File: src/rtl/sctx_pkg.sv
package sctx_pkg;

  typedef enum logic {
    ST_IDLE  = 1'b0,
    ST_FRAME = 1'b1
  } sctx_state_e;

  // index of the last guard bit time: start + data + parity + slot + guards
  function automatic int frame_last_idx(input int data_w, input int guard_bits);
    return data_w + 2 + guard_bits;
  endfunction

endpackage

File: src/rtl/sctx_bit_timer.sv
module sctx_bit_timer #(
  parameter int OSR   = 16,
  parameter int IDX_W = 4
) (
  input  logic             clk,
  input  logic             rst,
  input  logic             restart,
  input  logic             run,
  input  logic             tick,
  output logic [IDX_W-1:0] bit_idx,
  output logic             mid_pulse,
  output logic             bit_end
);
  localparam int OS_W = (OSR > 1) ? $clog2(OSR) : 1;
  localparam logic [OS_W-1:0] HALF_C = OS_W'(OSR / 2);
  localparam logic [OS_W-1:0] TOP_C  = OS_W'(OSR - 1);

  logic [OS_W-1:0] os_cnt;

  assign mid_pulse = run && tick && (os_cnt == HALF_C);
  assign bit_end   = run && tick && (os_cnt == TOP_C);

  always_ff @(posedge clk) begin
    if (rst) begin
      os_cnt  <= '0;
      bit_idx <= '0;
    end else if (restart) begin
      os_cnt  <= '0;
      bit_idx <= '0;
    end else if (run && tick) begin
      if (os_cnt == TOP_C) begin
        os_cnt  <= '0;
        bit_idx <= bit_idx + 1'b1;
      end else begin
        os_cnt <= os_cnt + 1'b1;
      end
    end
  end

endmodule

File: src/rtl/sctx_line_drv.sv
module sctx_line_drv #(
  parameter int DATA_W = 8,
  parameter int IDX_W  = 4
) (
  input  logic              clk,
  input  logic              rst,
  input  logic              active,
  input  logic [IDX_W-1:0]  bit_idx,
  input  logic [DATA_W-1:0] char_q,
  output logic              line_pull_low
);
  localparam logic [IDX_W-1:0] PAR_C = IDX_W'(DATA_W + 1);

  logic level;

  always_comb begin
    level = 1'b1;
    if (active) begin
      if (bit_idx == '0) begin
        level = 1'b0;
      end else if (bit_idx == PAR_C) begin
        level = ^char_q;
      end else begin
        for (int i = 0; i < DATA_W; i++) begin
          if (bit_idx == IDX_W'(i + 1)) level = char_q[i];
        end
      end
    end
  end

  always_ff @(posedge clk) begin
    if (rst) line_pull_low <= 1'b0;
    else     line_pull_low <= ~level;
  end

endmodule

File: src/rtl/sctx_flags.sv
module sctx_flags (
  input  logic clk,
  input  logic rst,
  input  logic wr_en,
  input  logic load,
  input  logic err_set,
  input  logic err_clr,
  input  logic tend_set,
  input  logic err_irq_en,
  input  logic tx_irq_en,
  output logic tdre,
  output logic tend,
  output logic err_flag,
  output logic irq_err,
  output logic irq_tx
);
  logic tdre_d, tend_d, err_d;

  always_comb begin
    tdre_d = wr_en ? 1'b0 : (load ? 1'b1 : tdre);
    tend_d = tend_set ? 1'b1 : (wr_en ? 1'b0 : tend);
    err_d  = err_set ? 1'b1 : (err_clr ? 1'b0 : err_flag);
  end

  always_ff @(posedge clk) begin
    if (rst) begin
      tdre     <= 1'b1;
      tend     <= 1'b1;
      err_flag <= 1'b0;
      irq_err  <= 1'b0;
      irq_tx   <= 1'b0;
    end else begin
      tdre     <= tdre_d;
      tend     <= tend_d;
      err_flag <= err_d;
      irq_err  <= err_irq_en & err_d;
      irq_tx   <= tx_irq_en & tend_d;
    end
  end

endmodule

File: src/rtl/card_tx_retry.sv
module card_tx_retry
  import sctx_pkg::*;
#(
  parameter int DATA_W      = 8,
  parameter int OSR         = 16,
  parameter int GUARD_BITS  = 2,
  parameter int SYNC_STAGES = 2
) (
  input  logic              clk,
  input  logic              rst,
  input  logic              etu_tick,
  input  logic              wr_en,
  input  logic [DATA_W-1:0] wr_data,
  input  logic              err_clr,
  input  logic              err_irq_en,
  input  logic              tx_irq_en,
  input  logic              line_in,
  output logic              line_pull_low,
  output logic              tdre,
  output logic              tend,
  output logic              err_flag,
  output logic              irq_err,
  output logic              irq_tx
);
  localparam int SLOT_IDX = DATA_W + 2;
  localparam int LAST_IDX = frame_last_idx(DATA_W, GUARD_BITS);
  localparam int IDX_W    = $clog2(LAST_IDX + 2);
  localparam logic [IDX_W-1:0] SLOT_C = IDX_W'(SLOT_IDX);
  localparam logic [IDX_W-1:0] LAST_C = IDX_W'(LAST_IDX);

  sctx_state_e       state_q, state_d;
  logic [DATA_W-1:0] tdr_q, cur_q;
  logic              frame_err_q, frame_err_d;
  logic [IDX_W-1:0]  bit_idx;
  logic              mid_pulse, bit_end;
  logic              load, retry, restart, err_set, tend_set, frame_done;
  logic              line_seen, quiet_zone;

  // line input synchronizer
  logic [SYNC_STAGES-1:0] sync_q;
  generate
    if (SYNC_STAGES == 1) begin : g_sync1
      always_ff @(posedge clk) begin
        if (rst) sync_q <= '1;
        else     sync_q <= line_in;
      end
    end else begin : g_syncn
      always_ff @(posedge clk) begin
        if (rst) sync_q <= '1;
        else     sync_q <= {sync_q[SYNC_STAGES-2:0], line_in};
      end
    end
  endgenerate
  assign line_seen = sync_q[SYNC_STAGES-1];

  sctx_bit_timer #(.OSR(OSR), .IDX_W(IDX_W)) u_timer (
    .clk      (clk),
    .rst      (rst),
    .restart  (restart),
    .run      (state_q == ST_FRAME),
    .tick     (etu_tick),
    .bit_idx  (bit_idx),
    .mid_pulse(mid_pulse),
    .bit_end  (bit_end)
  );

  assign err_set    = (state_q == ST_FRAME) && mid_pulse && (bit_idx == SLOT_C) && !line_seen;
  assign frame_done = (state_q == ST_FRAME) && bit_end && (bit_idx == LAST_C);
  assign quiet_zone = (state_q == ST_IDLE) || (bit_idx >= SLOT_C);

  always_comb begin
    load     = 1'b0;
    retry    = 1'b0;
    tend_set = 1'b0;
    state_d  = state_q;
    case (state_q)
      ST_IDLE: begin
        if (!tdre) begin
          load    = 1'b1;
          state_d = ST_FRAME;
        end
      end
      ST_FRAME: begin
        if (frame_done) begin
          if (frame_err_q) begin
            retry = 1'b1;
          end else begin
            tend_set = 1'b1;
            if (!tdre) load = 1'b1;
            else       state_d = ST_IDLE;
          end
        end
      end
      default: state_d = ST_IDLE;
    endcase
    restart     = load | retry;
    frame_err_d = restart ? 1'b0 : (err_set ? 1'b1 : frame_err_q);
  end

  always_ff @(posedge clk) begin
    if (rst) begin
      state_q     <= ST_IDLE;
      frame_err_q <= 1'b0;
      tdr_q       <= '0;
      cur_q       <= '0;
    end else begin
      state_q     <= state_d;
      frame_err_q <= frame_err_d;
      if (wr_en) tdr_q <= wr_data;
      if (load)  cur_q <= tdr_q;
    end
  end

  sctx_line_drv #(.DATA_W(DATA_W), .IDX_W(IDX_W)) u_drv (
    .clk          (clk),
    .rst          (rst),
    .active       (state_q == ST_FRAME),
    .bit_idx      (bit_idx),
    .char_q       (cur_q),
    .line_pull_low(line_pull_low)
  );

  sctx_flags u_flags (
    .clk       (clk),
    .rst       (rst),
    .wr_en     (wr_en),
    .load      (load),
    .err_set   (err_set),
    .err_clr   (err_clr),
    .tend_set  (tend_set),
    .err_irq_en(err_irq_en),
    .tx_irq_en (tx_irq_en),
    .tdre      (tdre),
    .tend      (tend),
    .err_flag  (err_flag),
    .irq_err   (irq_err),
    .irq_tx    (irq_tx)
  );

endmodule

File: config.mk
export PLATFORM = sky130hd
export DESIGN_NAME = card_tx_retry
export DESIGN_NICKNAME = d
export VERILOG_FILES = /design/src/rtl/sctx_pkg.sv /design/src/rtl/sctx_bit_timer.sv /design/src/rtl/sctx_line_drv.sv /design/src/rtl/sctx_flags.sv /design/src/rtl/card_tx_retry.sv
export SDC_FILE = /design/constraint.sdc
export NUM_CORES = 1
export LEC_CHECK = 0
export CAP_MARGIN = 5
export CELL_PAD_IN_SITES_DETAIL_PLACEMENT = 1
export CELL_PAD_IN_SITES_GLOBAL_PLACEMENT = 1
export CORE_ASPECT_RATIO = 1.5
export CORE_MARGIN = 4
export CORE_UTILIZATION = 41
export CTS_BUF_LIST = sky130_fd_sc_hd__clkbuf_16
export CTS_CLUSTER_SIZE = 14
export DETAILED_ROUTE_END_ITERATION = 10
export GPL_TIMING_DRIVEN = 0
export HOLD_SLACK_MARGIN = 0.03
export PLACE_DENSITY_LB_ADDON = 0.05
export SYNTH_ARGS = -nofsm -noshare
export SYNTH_HDL_FRONTEND = slang
export SYNTH_SLANG_ARGS = --single-unit
export TNS_END_PERCENT = 50
File: constraint.sdc
create_clock -name clk -period 2 [get_ports clk]
set_input_delay 0.4 -clock clk [delete_from_list [all_inputs] [get_ports clk]]
set_output_delay 0.4 -clock clk [all_outputs]
set_load 0.01 [all_outputs]
==> metrics.txt, run 1 <==
# diodes 0; sequential fraction of the synthesis area about two fifths; drt initial violations 30; cells after synthesis 169; CP max-delay cell o41ai_4; residual DRC count 0; final worst slack 139 ps; setup violators final 0; CP max stage delay 390 ps; Clock Pin Slew Worst Setup and Hold Paths around 50 ps; min Tclk post-route between 1500 and 2000 ps; largest net degree at the start of global routing 11; synthesized cell area 1640 um2; slew margin rel. between 70 and 80%; CTS buffer count 5; Worst Reg2Reg Path Length in Cells 7; vias in the first global route between 1k and 1.5k; crit path launch type register; final-stage net count approximately 220; final setup TNS 0 ps; Area Overhead vs Synth 25.9%; top cells by area, synth dfxtp_1, mux2i_1, nand2b_1; Endpoint, Worst Hold sync_q[1]$_SDFF_PP1_; Worst setup EP type register; Starting Density a little over two fifths; share of cells above drive strength 1 ~15%; routed wire length 3630 um; skew final 3.80 ps; worst skew pair latency ~270 ps; max frequency 0.537 GHz; VDD IR max 0.746 mV; Pre-antenna DRT Iters 4; hold_buf cts 0; CP Class reg2reg; fraction of registers with async set/reset 0%; dpl ws -201 ps; clock sinks 34; cells along the critical path inv_1 > ha_2 > nand2_1 > o41ai_4 > and2b_1 > buf_6 > mux2i_2; DIE WIDTH 59.7 um; EDFF count, synth 0; min-delay src sync_q[0]$_SDFF_PP1_; top cell type's share of synthesized area about two fifths; Slew @ Worst Pin 442 ps; YS warnings 0; post-route clock period utilization between 90 and 100%; Buf+Inv Stages, Crit Path 2; Die ar. 5110 um2; RR Startpoint u_timer.bit_idx[1]$_SDFFE_PP0N_; hpwl dp 2770 um; antenna-violating nets left 0; routed len/inst 15.1 um; gpl congestion 0.775; Syn Area/Cell between 9 and 10 um2; Final Max Slew Viols 0; vias post-DR approximately 1.3k; FF-to-FF End cur_q[4]$_SDFFE_PP0P_; crit path DAT 2060 ps; # IOs 22; Yosys top cell by area dfxtp_1; total track usage 15.7%; port bufs 20; initial antenna violation count 0; Die H 85.6 um; CP top delay family compound AO/OA/AOI/OAI gates; Hold Vio Cnt, Final 0; GR Overflow Total 0; Vias/cell 5.30; worst min path class reg2reg; syn nets around 190; filler instances 442; CTS H-tree lvls 2; Final Cell Area 2070 um2; status finished clean; CTS tree yes; worst path required time about 2200 ps; Post-synth top cells dfxtp_1, nand2b_1, mux2i_1; Longest Clk Path Bufs 2; critical path depth 7; first-pass GRT wire length 6100 um; Static Leak 0.777 nW; Core Util, Final 54.7%; max cap viols 0; PwrDens 761 nW/um2; core area 3780 um2; count of cell types in the netlist 44; clk root buf clkbuf_16; Hold Path Depth 1; Top FF cell, synth dfxtp_1; FF+latch count, synth 34; cell with the most instances after synthesis dfxtp_1; critical path peak fanout 8; num rows 27; post-placement cell area between 1500 and 2000 um2; R2R Setup Slk about 140 ps
==> power by group <==
part | switching (W) | internal [W]
combinational | 0.0000627 | 0.0000832
sequential | 0.0000143 | 0.000701
clock | 0.000265 | 0.000449
==> metal layers <==
metal	routed length (um)	track usage, %
met1	1430	16.0
met2	2020	29.2
met3	117	3.61
met4	66	6.65
met5	0	0
==> placed cells by master, fill, tap and decap left out, drive strengths merged, types with 2 or more instances in the layout <==
cell type / count
a2111oi: 2
a211o: 2
a21oi: 8
buf: 8
clkbuf: 7
clkdlybuf4s50: 19
clkinv: 2
dfxtp: 34
ha: 6
inv: 10
mux2i: 16
nand2: 5
nand2b: 18
nand3: 5
nor2: 15
nor3b: 2
o21ai: 4
o31ai: 2
o41ai: 2
or2: 3
or4: 2
xnor2: 9
xor2: 2
==> worst max-delay path by stage <==
stage / from / to / slack, ps
2_1_floorplan: u_timer.bit_idx[0]$_SDFFE_PP0N_ / u_drv.line_pull_low$_SDFF_PP0_ / 280
3_3_place_gp: etu_tick / cur_q[1]$_SDFFE_PP0P_ / -130
3_5_place_dp: etu_tick / cur_q[7]$_SDFFE_PP0P_ / -200
4_1_cts: u_timer.bit_idx[0]$_SDFFE_PP0N_ / u_drv.line_pull_low$_SDFF_PP0_ / 4
5_1_grt: u_timer.bit_idx[1]$_SDFFE_PP0N_ / cur_q[4]$_SDFFE_PP0P_ / -20
6_report: u_timer.bit_idx[1]$_SDFFE_PP0N_ / cur_q[4]$_SDFFE_PP0P_ / 140
==> through the flow <==
| step | std cells | total power [W] | hold WS, ps |
|---|---|---|---|
| after floorplan | 169 | 0.000812 | 389 |
| after global placement | 232 | 0.000866 | 406 |
| after detailed placement | 232 | 0.000872 | 400 |
| after CTS | 240 | 0.00159 | 412 |
| after global routing | 241 | 0.00164 | 442 |
| final | 241 | 0.00158 | 409 |
==> registers in the layout (all words and copies together), names as in the netlist <==
name                 flops
tdr_q                    8
u_timer.os_cnt           4
u_flags.tdre             1
frame_err_q              1
u_flags.irq_tx           1
sync_q                   2
state_q                  1
u_flags.tend             1
u_drv.line_pull_low      1
u_flags.err_flag         1
u_timer.bit_idx          4
cur_q                    8
u_flags.irq_err          1
==> repair_timing <==
item / in CTS / in global routing
buffers inserted: 0 / 1
gates resized for setup: 0 / 6
pin swaps: 1 / 2
setup endpoints to repair: 1 / 9
==> final cells by class <==
class                           count  area [um2]  share of cell area, %
Buffer                              9        62.6                   3.02
Clock buffer                        5         125                   6.05
Clock inverter                      3        12.5                  0.605
Inverter                            9        33.8                   1.63
Multi-Input combinational cell    117         890                   43.0
Sequential cell                    34         682                   33.0
Tap cell                           43        53.8                   2.60
Timing Repair Buffer               21         210                   10.2
==> cells by family after synthesis <==
group | Yosys count | synth area share (%)
simple gates | 58 | 20.3
flops | 34 | 41.4
compound gates | 26 | 12.3
buf+inv | 18 | 5.86
mux | 16 | 9.74
xor+xnor | 11 | 5.86
fa+ha+maj | 6 | 4.57
Power figures use the tool's default switching activity.
==> run 2: changes to the inputs <==
--- a/config.mk
+++ b/config.mk
@@ -5,12 +5,13 @@
 export SDC_FILE = /design/constraint.sdc
 export NUM_CORES = 1
 export LEC_CHECK = 0
+export ABC_AREA = 1
 export CAP_MARGIN = 5
 export CELL_PAD_IN_SITES_DETAIL_PLACEMENT = 1
 export CELL_PAD_IN_SITES_GLOBAL_PLACEMENT = 1
 export CORE_ASPECT_RATIO = 1.5
 export CORE_MARGIN = 4
-export CORE_UTILIZATION = 41
+export CORE_UTILIZATION = 39
 export CTS_BUF_LIST = sky130_fd_sc_hd__clkbuf_16
 export CTS_CLUSTER_SIZE = 14
 export DETAILED_ROUTE_END_ITERATION = 10
==> run 2 against run 1 <==
Synthesized cell count up 29%. Clock skew about the same. Sequential share of layout area grew 0.63 points. Critical path type is now in2reg.
==> metrics.txt, run 2 <==
status finished clean; clk root buf clkbuf_16; dpl ws -136 ps; VDD IR max about 0.67 mV; largest net degree at the start of global routing 12; max cap viols 0; CTS tree yes; Pre-antenna DRT Iters 4; worst skew pair latency between 200 and 300 ps; Syn Area/Cell between 7 and 8 um2; Core Util, Final 50.8%; most frequent cells in the layout nor2_1, nand2_1, dfxtp_1, inv_1; post-CTS resize count 0; Synth Area in Simple Gates 30.3%; crit path DAT 1980 ps; top cell type's share of synthesized area approximately two fifths; CTS H-tree lvls 2; top cells by area, synth dfxtp_1, nor2_1, nand2_1; unrepaired setup endpoints after global routing false; largest family of logic cells by synthesized area simple AND/OR/NAND/NOR gates; CP Class in2reg; critical path peak fanout 10; skew final 3.95 ps; hpwl dp 3030 um; Worst setup EP type register; Die ar. 5300 um2; filler instances 513; GR Overflow Total 0; final-stage net count 267; min Tclk post-route 1810 ps; post-synthesis xor/xnor area fraction 6.45%; adder-cell share of the synthesized area 4.61%; sequential fraction of the synthesis area 41.8%; initial antenna violation count 0; antenna-violating nets left 0; crit path launch type input pin; Yosys top cell by area dfxtp_1; biggest regs cur_q x8, tdr_q x8; total design power 0.00165 W; Worst Reg2Reg Path Length in Cells 10; area of the multi-input gates 835 um2; port bufs 20; Die H roughly 87 um; post-route clock period utilization between 90% and 100%; final setup TNS 0 ps; YS warnings 0; total track usage 17.3%; # diodes 0; gpl congestion 0.797; routed len/inst 13.9 um; Longest Clk Path Bufs 2; cells after synthesis 218; Hold Vio Cnt, Final 0; syn nets 240; routed wire length 4040 um; CTS buffer count 5; share of cells above drive strength 1 10.6%; Top FF cell, synth dfxtp_1; Slew @ Worst Pin 368 ps; post-synthesis compound-gate area fraction 9.83%; core area roughly 4000 um2; Final Max Slew Viols 0; Starting Density 40.8%; Vias/cell 4.98; worst min path class reg2reg; clock sinks 34; hold_buf cts 0; # IOs 22; worst path required time 2170 ps; DIE WIDTH 60.8 um; R2R Setup Slk ~240 ps; drt initial violations 37; count of cell types in the netlist 26; Setup Fix Bufs, Post-CTS 0; fraction of registers with async set/reset 0%; Hold Path Depth 1; Area Overhead vs Synth 24.4%; Clock Pin Slew Worst Setup and Hold Paths 50 ps; flip-flop and latch area 681 um2; setup violators final 0; synthesized cell area 1630 um2; FF+latch count, synth 34; residual DRC count 0; most common cell after layout, fill and taps aside nor2_1; Static Leak 0.863 nW; slew margin rel. 75.4%; portion of netlist area occupied by mux cells 0%; vias post-DR 1450; num rows 28; EDFF count, synth 0; final worst slack 190 ps; PwrDens between 800 and 900 nW/um2; first-pass GRT wire length roughly 6900 um; Post-synth top cells nor2_1, nand2_1, dfxtp_1; cell with the most instances after synthesis nor2_1; max frequency ~0.55 GHz; vias in the first global route 1551
-- run 2: layer usage --
| metal | vias to the layer above | track usage, % | wire (um) |
|---|---|---|---|
| met4 | 0 | 8.28 | 87 |
| met2 | 19 | 31.6 | 2280 |
| met3 | 7 | 3.71 | 109 |
| met5 | - | 0 | 0 |
| met1 | 687 | 17.8 | 1560 |
| li1 | 737 | - | - |
-- run 2: layout make-up --
cell class              instances  area share, %
plain buffers                   2          0.370
clock buffers                   5           6.17
clock inverters                 3          0.802
inverters                      27           5.25
multi-input cells             155           41.2
flip-flops and latches         34           33.6
well taps                      45           2.78
repair buffers                 20           9.88
-- run 2: worst max-delay path: stages --
cell	delay, ps
clkdlybuf4s50_1	490
nand2_2	120
nor2_4	240
nand4_2	170
inv_2	100
nand2_2	60
nand2_4	120
inv_6	70
nand3_4	140
nor2_1	70
-- run 2: final timing paths --
path	from	endpoint
worst min register to register	sync_q[0]$_SDFF_PP1_	sync_q[1]$_SDFF_PP1_
worst max register to register	u_timer.os_cnt[0]$_SDFFE_PP0P_	u_timer.os_cnt[2]$_SDFFE_PP0P_
worst min-delay path	sync_q[0]$_SDFF_PP1_	sync_q[1]$_SDFF_PP1_
worst max-delay path	etu_tick	u_timer.os_cnt[2]$_SDFFE_PP0P_
-- run 2: where the power goes --
group	total (W)	internal, W	switching, W
sequential	0.000743	0.000712	0.0000312
combinational	0.000170	0.0000806	0.0000898
clock	0.000738	0.000454	0.000284
-- run 2: kinds of logic (layout without fill, tap and decap cells) --
family / after synthesis / count (layout)
AO/OA/AOI/OAI: 29 / 29
buffers and inverters: 29 / 57
XOR/XNOR: 12 / 12
adder cells (fa/ha/maj): 6 / 6
flip-flops: 34 / 34
AND/OR/NAND/NOR: 108 / 108
-- run 2: through the flow --
stage / area (um2) / hold slack, ps / std cells
6_report: 2030 / 417 / 291
4_1_cts: 2030 / 419 / 291
3_3_place_gp: 1890 / 397 / 283
2_1_floorplan: 1630 / 389 / 218
5_1_grt: 2030 / 446 / 291
3_5_place_dp: 1890 / 405 / 283
